$ cat config.mk
export PLATFORM = sky130hd
export DESIGN_NAME = prbs_link_tester
export DESIGN_NICKNAME = d
export VERILOG_FILES = /design/src/rtl/prbs_link_pkg.sv /design/src/rtl/prbs_frame_gen.sv /design/src/rtl/prbs_frame_chk.sv /design/src/rtl/prbs_link_tester.sv
export SDC_FILE = /design/constraint.sdc
export NUM_CORES = 1
export LEC_CHECK = 0
export BUFFER_PORTS_ARGS = -buffer_cell sky130_fd_sc_hd__buf_4
export CAP_MARGIN = 10
export CORE_MARGIN = 4
export CORE_UTILIZATION = 23
export DETAILED_ROUTE_END_ITERATION = 10
export HOLD_SLACK_MARGIN = 0.1
export PLACE_DENSITY_LB_ADDON = 0.08
export SYNTH_ARGS = -nofsm -noshare
export SYNTH_HDL_FRONTEND = slang
export SYNTH_SLANG_ARGS = --single-unit
$ cat constraint.sdc
create_clock -name clk -period 2 [get_ports clk]
set_input_delay 0.1 -clock clk [delete_from_list [all_inputs] [get_ports clk]]
set_output_delay 0.1 -clock clk [all_outputs]
set_load 0.1 [all_outputs]
$ cat src/rtl/prbs_link_pkg.sv
package prbs_link_pkg;

  localparam logic [7:0] K28_5 = 8'hBC;

  typedef enum logic [1:0] {
    ST_HUNT  = 2'd0,
    ST_SEED  = 2'd1,
    ST_CHECK = 2'd2
  } chk_state_t;

  // Produce 32 PRBS7 bits (x^7 + x^6 + 1) from state s, first bit in bit 31.
  // The next state equals the low 7 bits of the returned word.
  function automatic logic [31:0] prbs7_word32(input logic [6:0] s);
    logic [6:0]  r;
    logic [31:0] w;
    logic        b;
    r = s;
    w = '0;
    for (int i = 0; i < 32; i++) begin
      b = r[6] ^ r[5];
      r = {r[5:0], b};
      w[31 - i] = b;
    end
    return w;
  endfunction

endpackage

$ cat src/rtl/prbs_frame_gen.sv
module prbs_frame_gen
  import prbs_link_pkg::*;
#(
  parameter int         FRAME_LEN = 64,
  parameter logic [6:0] SEED      = 7'h7F
) (
  input  logic        clk,
  input  logic        rst,
  output logic [31:0] tx_data,
  output logic [3:0]  tx_ctrl
);

  localparam int CNT_W = (FRAME_LEN > 2) ? $clog2(FRAME_LEN) : 1;

  logic [CNT_W-1:0] pos_q;
  logic [6:0]       lfsr_q;
  logic [31:0]      word_c;

  assign word_c = prbs7_word32(lfsr_q);

  always_ff @(posedge clk) begin
    if (rst) begin
      pos_q   <= '0;
      lfsr_q  <= SEED;
      tx_data <= '0;
      tx_ctrl <= '0;
    end else begin
      if (pos_q == CNT_W'(FRAME_LEN - 1)) pos_q <= '0;
      else                                pos_q <= pos_q + 1'b1;
      if (pos_q == '0) begin
        tx_data <= {24'h0, K28_5};
        tx_ctrl <= 4'b0001;
      end else begin
        tx_data <= word_c;
        tx_ctrl <= 4'b0000;
        lfsr_q  <= word_c[6:0];
      end
    end
  end

endmodule

$ cat src/rtl/prbs_frame_chk.sv
module prbs_frame_chk
  import prbs_link_pkg::*;
#(
  parameter int PASS_RUN = 16
) (
  input  logic        clk,
  input  logic        rst,
  input  logic [31:0] rx_data,
  input  logic [3:0]  rx_ctrl,
  input  logic        rx_sync,
  output logic        test_pass
);

  localparam int RUN_W = $clog2(PASS_RUN + 1);

  chk_state_t       st_q;
  logic [6:0]       pred_q;
  logic [RUN_W-1:0] run_q;
  logic [31:0]      exp_c;
  logic             is_comma;
  logic             is_data;

  assign exp_c    = prbs7_word32(pred_q);
  assign is_comma = (rx_ctrl == 4'b0001) && (rx_data == {24'h0, K28_5});
  assign is_data  = (rx_ctrl == 4'b0000);

  always_ff @(posedge clk) begin
    if (rst || !rx_sync) begin
      st_q      <= ST_HUNT;
      pred_q    <= '0;
      run_q     <= '0;
      test_pass <= 1'b0;
    end else begin
      unique case (st_q)
        ST_HUNT: begin
          if (is_comma) st_q <= ST_SEED;
        end
        ST_SEED: begin
          if (is_data) begin
            if (rx_data[6:0] != 7'd0) begin
              pred_q <= rx_data[6:0];
              run_q  <= '0;
              st_q   <= ST_CHECK;
            end else begin
              st_q <= ST_HUNT;
            end
          end else if (!is_comma) begin
            st_q <= ST_HUNT;
          end
        end
        ST_CHECK: begin
          if (!is_comma) begin
            pred_q <= exp_c[6:0];
            if (is_data && rx_data == exp_c) begin
              if (run_q >= RUN_W'(PASS_RUN - 1)) test_pass <= 1'b1;
              else                              run_q     <= run_q + 1'b1;
            end else begin
              test_pass <= 1'b0;
              run_q     <= '0;
            end
          end
        end
        default: st_q <= ST_HUNT;
      endcase
    end
  end

endmodule

$ cat src/rtl/prbs_link_tester.sv
module prbs_link_tester #(
  parameter int         FRAME_LEN = 64,
  parameter int         PASS_RUN  = 16,
  parameter logic [6:0] SEED      = 7'h7F
) (
  input  logic        clk,
  input  logic        rst,
  output logic [31:0] tx_data,
  output logic [3:0]  tx_ctrl,
  input  logic [31:0] rx_data,
  input  logic [3:0]  rx_ctrl,
  input  logic        rx_sync,
  output logic        test_pass
);

  prbs_frame_gen #(
    .FRAME_LEN (FRAME_LEN),
    .SEED      (SEED)
  ) u_gen (
    .clk     (clk),
    .rst     (rst),
    .tx_data (tx_data),
    .tx_ctrl (tx_ctrl)
  );

  prbs_frame_chk #(
    .PASS_RUN (PASS_RUN)
  ) u_chk (
    .clk       (clk),
    .rst       (rst),
    .rx_data   (rx_data),
    .rx_ctrl   (rx_ctrl),
    .rx_sync   (rx_sync),
    .test_pass (test_pass)
  );

endmodule

==> results.json, run 1 <==
{
  "worst_pin_slew_ns": 0.632,
  "drv_cap": 0,
  "grt_overflow_total": 0,
  "skew_ns": 0.00719,
  "hold_viol_final": 0,
  "setup_slack_ns": -0.172,
  "rsz0062_at_grt": "yes",
  "grt_pass1_wl_mm": 17.7,
  "ys_types": 66,
  "yosysSeqAreaShare_pct": 31.8,
  "cts_inserted_buffers": 9,
  "die_h_um": 137,
  "start_util_pct": 23.8,
  "ioPinCount": 76,
  "end_kind": "register",
  "peakVddDrop_mv": 0.774,
  "synth_edf_count": 0,
  "drive_gt1_share_pct": 39.1,
  "antennaDiodeCount": 0,
  "htree_levels": 3,
  "area_growth_pct": 41.3,
  "cp_max_fo": 8,
  "synthFlopType": "dfxtp_1",
  "cellPowerDensity_mw_per_mm2": 1180,
  "syn_area_per_cell_um2": 9.45,
  "ctsLongestPathBuffers": 2,
  "fin_nets": 563,
  "track_usage_pct": 12.1,
  "portBuffers": 72,
  "post_drt_via_cell_ratio": 4.25,
  "synthArstFlopShare_pct": 0,
  "grt_max_degree": 19,
  "synth_warnings": 0,
  "critical_path_class": "register to register",
  "p_leak_nw": 2.30,
  "crit_slowest_cell": "nor4_4",
  "antenna_found_initial": 0,
  "core-area_mm2": 0.0161,
  "stdcell_count": 738,
  "failed_checks": "setup timing",
  "hp-start": "rx_data[1]",
  "slowest_delay_ns": 0.39,
  "status": "finished with violations",
  "path_cells": "buf_6 -> xnor2_4 -> o311a_4 -> o211ai_4 -> nor4_4 -> nand4_4 -> nor3_4 -> mux2_4",
  "setup-violations-final": 6,
  "syn-instance-count": 406,
  "wirelength_mm": 11.1,
  "post-route-min-period_ns": 2.17,
  "grt_pass1_vias": 3316,
  "clock_sinks": 61,
  "ys_ff_latch": 61,
  "root_buffer": "clkbuf_16",
  "clk_latency_ns": 0.32,
  "ant_nets": 0,
  "drt_iter0_drc": 150,
  "drv_slew": 0,
  "dieArea_mm2": 0.0188,
  "period_share_pct": 109,
  "worstSetupStartpoint": "u_chk.pred_q[0]$_SDFFE_PP0P_",
  "max_freq_ghz": 0.460,
  "hpwl_mm": 8.86,
  "critPathLaunchType": "register",
  "firstDrtPassIters": 4,
  "place_inst": 713,
  "crit_arrival_ns": 2.44,
  "die_w_um": 137,
  "dp_slack_ns": -0.385,
  "drc": 0,
  "netlist_area_mm2": 0.00384,
  "gp_routability_congestion": 0.782,
  "wl_per_cell_um": 15.1,
  "required_ns": 2.26,
  "total_power_mw": 6.41,
  "cts_tree": "done",
  "setup_tns_ns": -0.738,
  "std_cell_rows": 46,
  "r2r_start": "u_chk.pred_q[0]$_SDFFE_PP0P_",
  "slew_headroom_pct": 57.6,
  "hold_path_class": "primary input to register",
  "whs_ns": 0.155,
  "vias": 3140,
  "path_clk_slew_ns": 0.05
}
## power by group
| part | switching, mW | total (mW) | internal (mW) |
|---|---|---|---|
| clock | 0.515 | 1.34 | 0.828 |
| sequential | 0.185 | 1.67 | 1.49 |
| combinational | 2.42 | 3.39 | 0.973 |
| total | 3.12 | 6.41 | 3.29 |
## registers in the layout, summed over array words and instances, names as in the netlist
name / count
u_gen.tx_data: 32
u_chk.pred_q: 7
u_gen.lfsr_q: 7
u_gen.pos_q: 6
u_chk.run_q: 5
u_chk.st_q: 2
u_chk.test_pass: 1
u_gen.tx_ctrl: 1
## critical path: cells and delay by family (launching register included)
family / cells / cell delay, ns
AO/OA/AOI/OAI: 2 / 0.30
XOR/XNOR: 1 / 0.32
buffers and inverters: 1 / 0.13
flip-flops: 1 / 0.37
multiplexers: 1 / 0.18
AND/OR/NAND/NOR: 3 / 0.81
## Yosys cell counts (3+ instances only)
master	count	area (µm²)
nor2_1	55	206
buf_6	6	67.6
a21oi_1	12	60.1
and3_1	10	62.6
nand2b_1	5	31.3
a211o_1	5	43.8
o21a_1	3	22.5
nand2_1	12	45.0
nor4_1	10	62.6
xnor2_2	3	48.8
nor2b_1	6	37.5
clkbuf_1	18	67.6
a211oi_1	3	22.5
dfxtp_1	61	1220
inv_1	9	33.8
buf_2	4	20.0
xnor3_2	4	95.1
xor3_1	3	71.3
nor3_1	14	70.1
buf_4	3	22.5
o22ai_1	5	31.3
o21ai_0	9	45.0
nand4_1	3	18.8
xnor2_1	47	412
ha_1	7	87.6
xor2_1	25	219
mux2i_1	8	80.1
and3_2	5	37.5
## per-stage QoR
stage | utilization [%] | cell area (µm²)
6_report | 33.6 | 5420
5_1_grt | 33.6 | 5420
4_1_cts | 32.9 | 5310
3_5_place_dp | 30.3 | 4880
3_3_place_gp | 30.3 | 4880
2_1_floorplan | - | 3860
## layout by cell type (no fill, tap or decap), types with 3 or more instances in the layout
cell | Yosys | routed
clkbuf_16 | 0 | 9
xnor2_1 | 47 | 42
buf_6 | 6 | 3
clkinv_2 | 0 | 4
buf_4 | 3 | 124
xor3_1 | 3 | 3
nor2_1 | 55 | 55
o21ai_0 | 9 | 8
a211oi_1 | 3 | 3
and3_2 | 5 | 5
nand4_1 | 3 | 3
xnor2_2 | 3 | 5
mux2i_1 | 8 | 8
xnor3_2 | 4 | 4
o21a_1 | 3 | 3
inv_1 | 9 | 9
conb_1 | 1 | 3
dfxtp_4 | 0 | 4
xor2_1 | 25 | 21
a21oi_1 | 12 | 12
xnor2_4 | 0 | 3
nand2b_1 | 5 | 5
ha_1 | 7 | 7
nand2_1 | 12 | 12
and3_1 | 10 | 10
xor2_2 | 0 | 4
o22ai_1 | 5 | 3
a211o_1 | 5 | 5
nor3_1 | 14 | 9
buf_12 | 0 | 3
dfxtp_1 | 61 | 55
nor4_1 | 10 | 8
nor2b_1 | 6 | 6
nor3_2 | 2 | 6
## final timing paths
check	endpoint	slack (ns)	cells after the start
worst max-delay path	u_chk.run_q[0]$_SDFFE_PP0P_	-0.17	8
worst min-delay path	u_chk.pred_q[1]$_SDFFE_PP0P_	0.16	3
worst max register to register	u_chk.run_q[0]$_SDFFE_PP0P_	-0.17	8
worst min register to register	u_gen.pos_q[0]$_SDFF_PP0_	0.46	1
## final cells by class
cell class / count / area (µm²)
sequential: 61 / 1240
fill: 1713 / 10700
inverter: 9 / 33.8
timing repair buffer: 131 / 1030
clock buffer: 11 / 233
multi-input combinational: 305 / 2580
tap: 216 / 270
clock inverter: 5 / 27.5
## routing by layer
metal / global-route usage, % / vias up / share of wire [%]
li1: - / 1601 / -
met1: 16.9 / 1497 / 49
met2: 19.3 / 40 / 47
met3: 2.90 / 2 / 3.2
met4: 2.00 / 0 / 0.31
met5: 0 / - / 0
## timing repair
action | CTS | global route
gates resized for setup | 24 | 16
setup buffers | 5 | 3
endpoints found under the hold margin | 8 | 0
endpoints found under the setup margin | 6 | 12
hold buffers | 1 | 0
pin swaps | 8 | 6
## logic make-up after synthesis
group / Yosys count / synth area share (%)
and+or+nand+nor: 138 / 20.1
xor gates and xnor gates: 87 / 25.2
muxes: 10 / 2.67
AOI/OAI and AO/OA: 60 / 11.5
other: 1 / 0.0978
DFF: 61 / 31.8
adders and majority gates: 7 / 2.28
buffers and inverters: 42 / 6.23
Power figures use the tool's default switching activity.
==> run 2, diff against run 1 <==
--- a/config.mk
+++ b/config.mk
@@ -12,6 +12,7 @@
 export DETAILED_ROUTE_END_ITERATION = 10
 export HOLD_SLACK_MARGIN = 0.1
 export PLACE_DENSITY_LB_ADDON = 0.08
+export SKIP_LAST_GASP = 1
 export SYNTH_ARGS = -nofsm -noshare
 export SYNTH_HDL_FRONTEND = slang
 export SYNTH_SLANG_ARGS = --single-unit
==> run 2 against run 1 <==
First-iteration DRC count down 5.3%. The run still ends with setup timing left. Critical path type unchanged. Critical endpoint unchanged. Core utilization is the same. Fmax decreased by 0.24%. Via count is 0.13% higher. Die area unchanged. Design area stayed put. Clock skew is essentially flat. Sequential power is essentially flat. Combinational power barely moved. Register-to-register slack barely moved. Wire length is essentially flat. Power about the same.
==> results.json, run 2 (synthesis gave the netlist of run 1 again) <==
{
  "wirelength_mm": 11.1,
  "antennaDiodeCount": 0,
  "cts_inserted_buffers": 9,
  "antenna_found_initial": 0,
  "whs_ns": 0.155,
  "grt_max_degree": 19,
  "clock_sinks": 61,
  "end_kind": "register",
  "cp.buffers_inverters": 1,
  "drive_gt1_share_pct": 39.1,
  "placedInstanceArea_mm2": 0.00488,
  "path_cells": "buf_6 -> xnor2_4 -> o311a_4 -> o211ai_4 -> nor4_4 -> nand4_4 -> nor3_4 -> mux2_4",
  "clockPowerShare_pct": 20.9,
  "die_h_um": 137,
  "ctsLongestPathBuffers": 2,
  "hold_viol_final": 0,
  "grt_overflow_total": 0,
  "worst_pin_slew_ns": 0.632,
  "htree_levels": 3,
  "track_usage_pct": 12.1,
  "drt_iter0_drc": 142,
  "power_frac_comb_pct": 52.9,
  "setup_slack_ns": -0.178,
  "slowest_delay_ns": 0.39,
  "dieArea_mm2": 0.0188,
  "slew_headroom_pct": 57.6,
  "regMostFlops": "u_gen.tx_data",
  "grt_pass1_wl_mm": 17.7,
  "hp-start": "rx_data[1]",
  "final_common_cell": "buf_4",
  "largest_reg_flops": 32,
  "p_sw_mw": 3.12,
  "ff2ff_setup_slack_ns": -0.18,
  "r2r_start": "u_chk.pred_q[0]$_SDFFE_PP0P_",
  "post-route-min-period_ns": 2.18,
  "portBuffers": 72,
  "std_cell_rows": 46,
  "critPathTopFamily": "simple AND/OR/NAND/NOR gates",
  "area_growth_pct": 41.3,
  "core-area_mm2": 0.0161,
  "sw_frac_of_total_pct": 48.7,
  "drc": 0,
  "critical_path_class": "register to register",
  "internal_power_mw": 3.29,
  "holdPathEnd": "u_chk.pred_q[1]$_SDFFE_PP0P_",
  "root_buffer": "clkbuf_16",
  "firstDrtPassIters": 4,
  "total_power_mw": 6.40,
  "clk_latency_ns": 0.32,
  "whs_path_depth": 3,
  "required_ns": 2.26,
  "hold_path_class": "primary input to register",
  "setup-violations-final": 6,
  "peakVddDrop_mv": 0.774,
  "largestRegisters": "u_gen.tx_data: 32 flops, u_chk.pred_q: 7 flops, u_gen.lfsr_q: 7 flops",
  "crit_slowest_cell": "nor4_4",
  "hpwl_mm": 8.86,
  "mostFrequentLayoutCells": "buf_4, nor2_1, dfxtp_1",
  "worstReg2RegEnd": "u_chk.run_q[0]$_SDFFE_PP0P_",
  "rsz0062_at_grt": "yes",
  "start_util_pct": 23.8,
  "status": "finished with violations",
  "failed_checks": "setup timing",
  "fin_nets": 563,
  "p_leak_nw": 2.30,
  "path_clk_slew_ns": 0.05,
  "crit_arrival_ns": 2.44,
  "ioPinCount": 76,
  "vias": 3144,
  "cellPowerDensity_mw_per_mm2": 1180,
  "skew_ns": 0.00727,
  "period_share_pct": 109,
  "reg2regPathDepth": 8,
  "post_drt_via_cell_ratio": 4.26,
  "drv_cap": 0,
  "seqPwrFrac_pct": 26.1,
  "gp_routability_congestion": 0.782,
  "wl_per_cell_um": 15.1,
  "grt_pass1_vias": 3316,
  "drv_slew": 0,
  "cp_max_fo": 8,
  "max_freq_ghz": 0.459,
  "final_cell_area_mm2": 0.00542,
  "critPathLaunchType": "register",
  "ant_nets": 0,
  "die_w_um": 137,
  "cts_tree": "done"
}
==> run 2: what timing repair did <==
item	4_1_cts	5_1_grt
buffers inserted	5	3
hold buffers	1	0
setup endpoints to repair	6	12
pin swaps	8	5
resized for setup	24	16
hold endpoints to repair	8	0
==> run 2: worst max-delay path by stage <==
stage,start,endpoint,cells past startpoint
2_1_floorplan,u_chk.pred_q[0]$_SDFFE_PP0P_,u_chk.run_q[0]$_SDFFE_PP0P_,8
3_3_place_gp,u_chk.pred_q[4]$_SDFFE_PP0P_,u_chk.run_q[0]$_SDFFE_PP0P_,8
3_5_place_dp,u_chk.pred_q[1]$_SDFFE_PP0P_,u_chk.run_q[0]$_SDFFE_PP0P_,8
4_1_cts,u_chk.pred_q[0]$_SDFFE_PP0P_,u_chk.run_q[0]$_SDFFE_PP0P_,7
5_1_grt,u_chk.pred_q[5]$_SDFFE_PP0P_,u_chk.run_q[0]$_SDFFE_PP0P_,8
6_report,u_chk.pred_q[0]$_SDFFE_PP0P_,u_chk.run_q[0]$_SDFFE_PP0P_,8
==> run 2: layer usage <==
metal / global-route usage, % / vias up / wire (µm)
met5: 0 / - / 0
met4: 2.00 / 0 / 34
met3: 2.90 / 2 / 327
met2: 19.3 / 38 / 5250
met1: 16.9 / 1503 / 5500
li1: - / 1601 / -
==> run 2: metrics by stage <==
stage,worst slack (ns),instances,setup TNS [ns],utilization [%]
finish,-0.178,738,-0.787,33.6
global route,-0.275,738,-1.42,33.6
CTS,-0.182,735,-0.887,32.9
detailed placement,-0.385,713,-2.94,30.3
global placement,-0.398,713,-3.20,30.3
floorplan,-0.0545,408,-0.170,-
==> run 2: power by group through the flow <==
stage          Clock [mW]  Sequential, mW  Combinational, mW
6_report             1.34            1.67               3.39
5_1_grt              1.46            1.71               3.56
4_1_cts              1.39            1.68               3.41
3_5_place_dp            0            1.71               3.39
3_3_place_gp            0            1.71               3.41
2_1_floorplan           0            3.15               1.13
==> run 2: tightest hold or removal path, stage by stage <==
cell and delay (ns):
buf_4 0.13, mux2i_1 0.12, a211oi_1 0.08
==> run 2: cell type report <==
class	count	area, µm²
repair buffers	131	1030
fillers	1713	10700
well taps	216	270
inverters	9	33.8
clock buffers	11	233
clock inverters	5	27.5
multi-input cells	305	2580
flip-flops and latches	61	1240
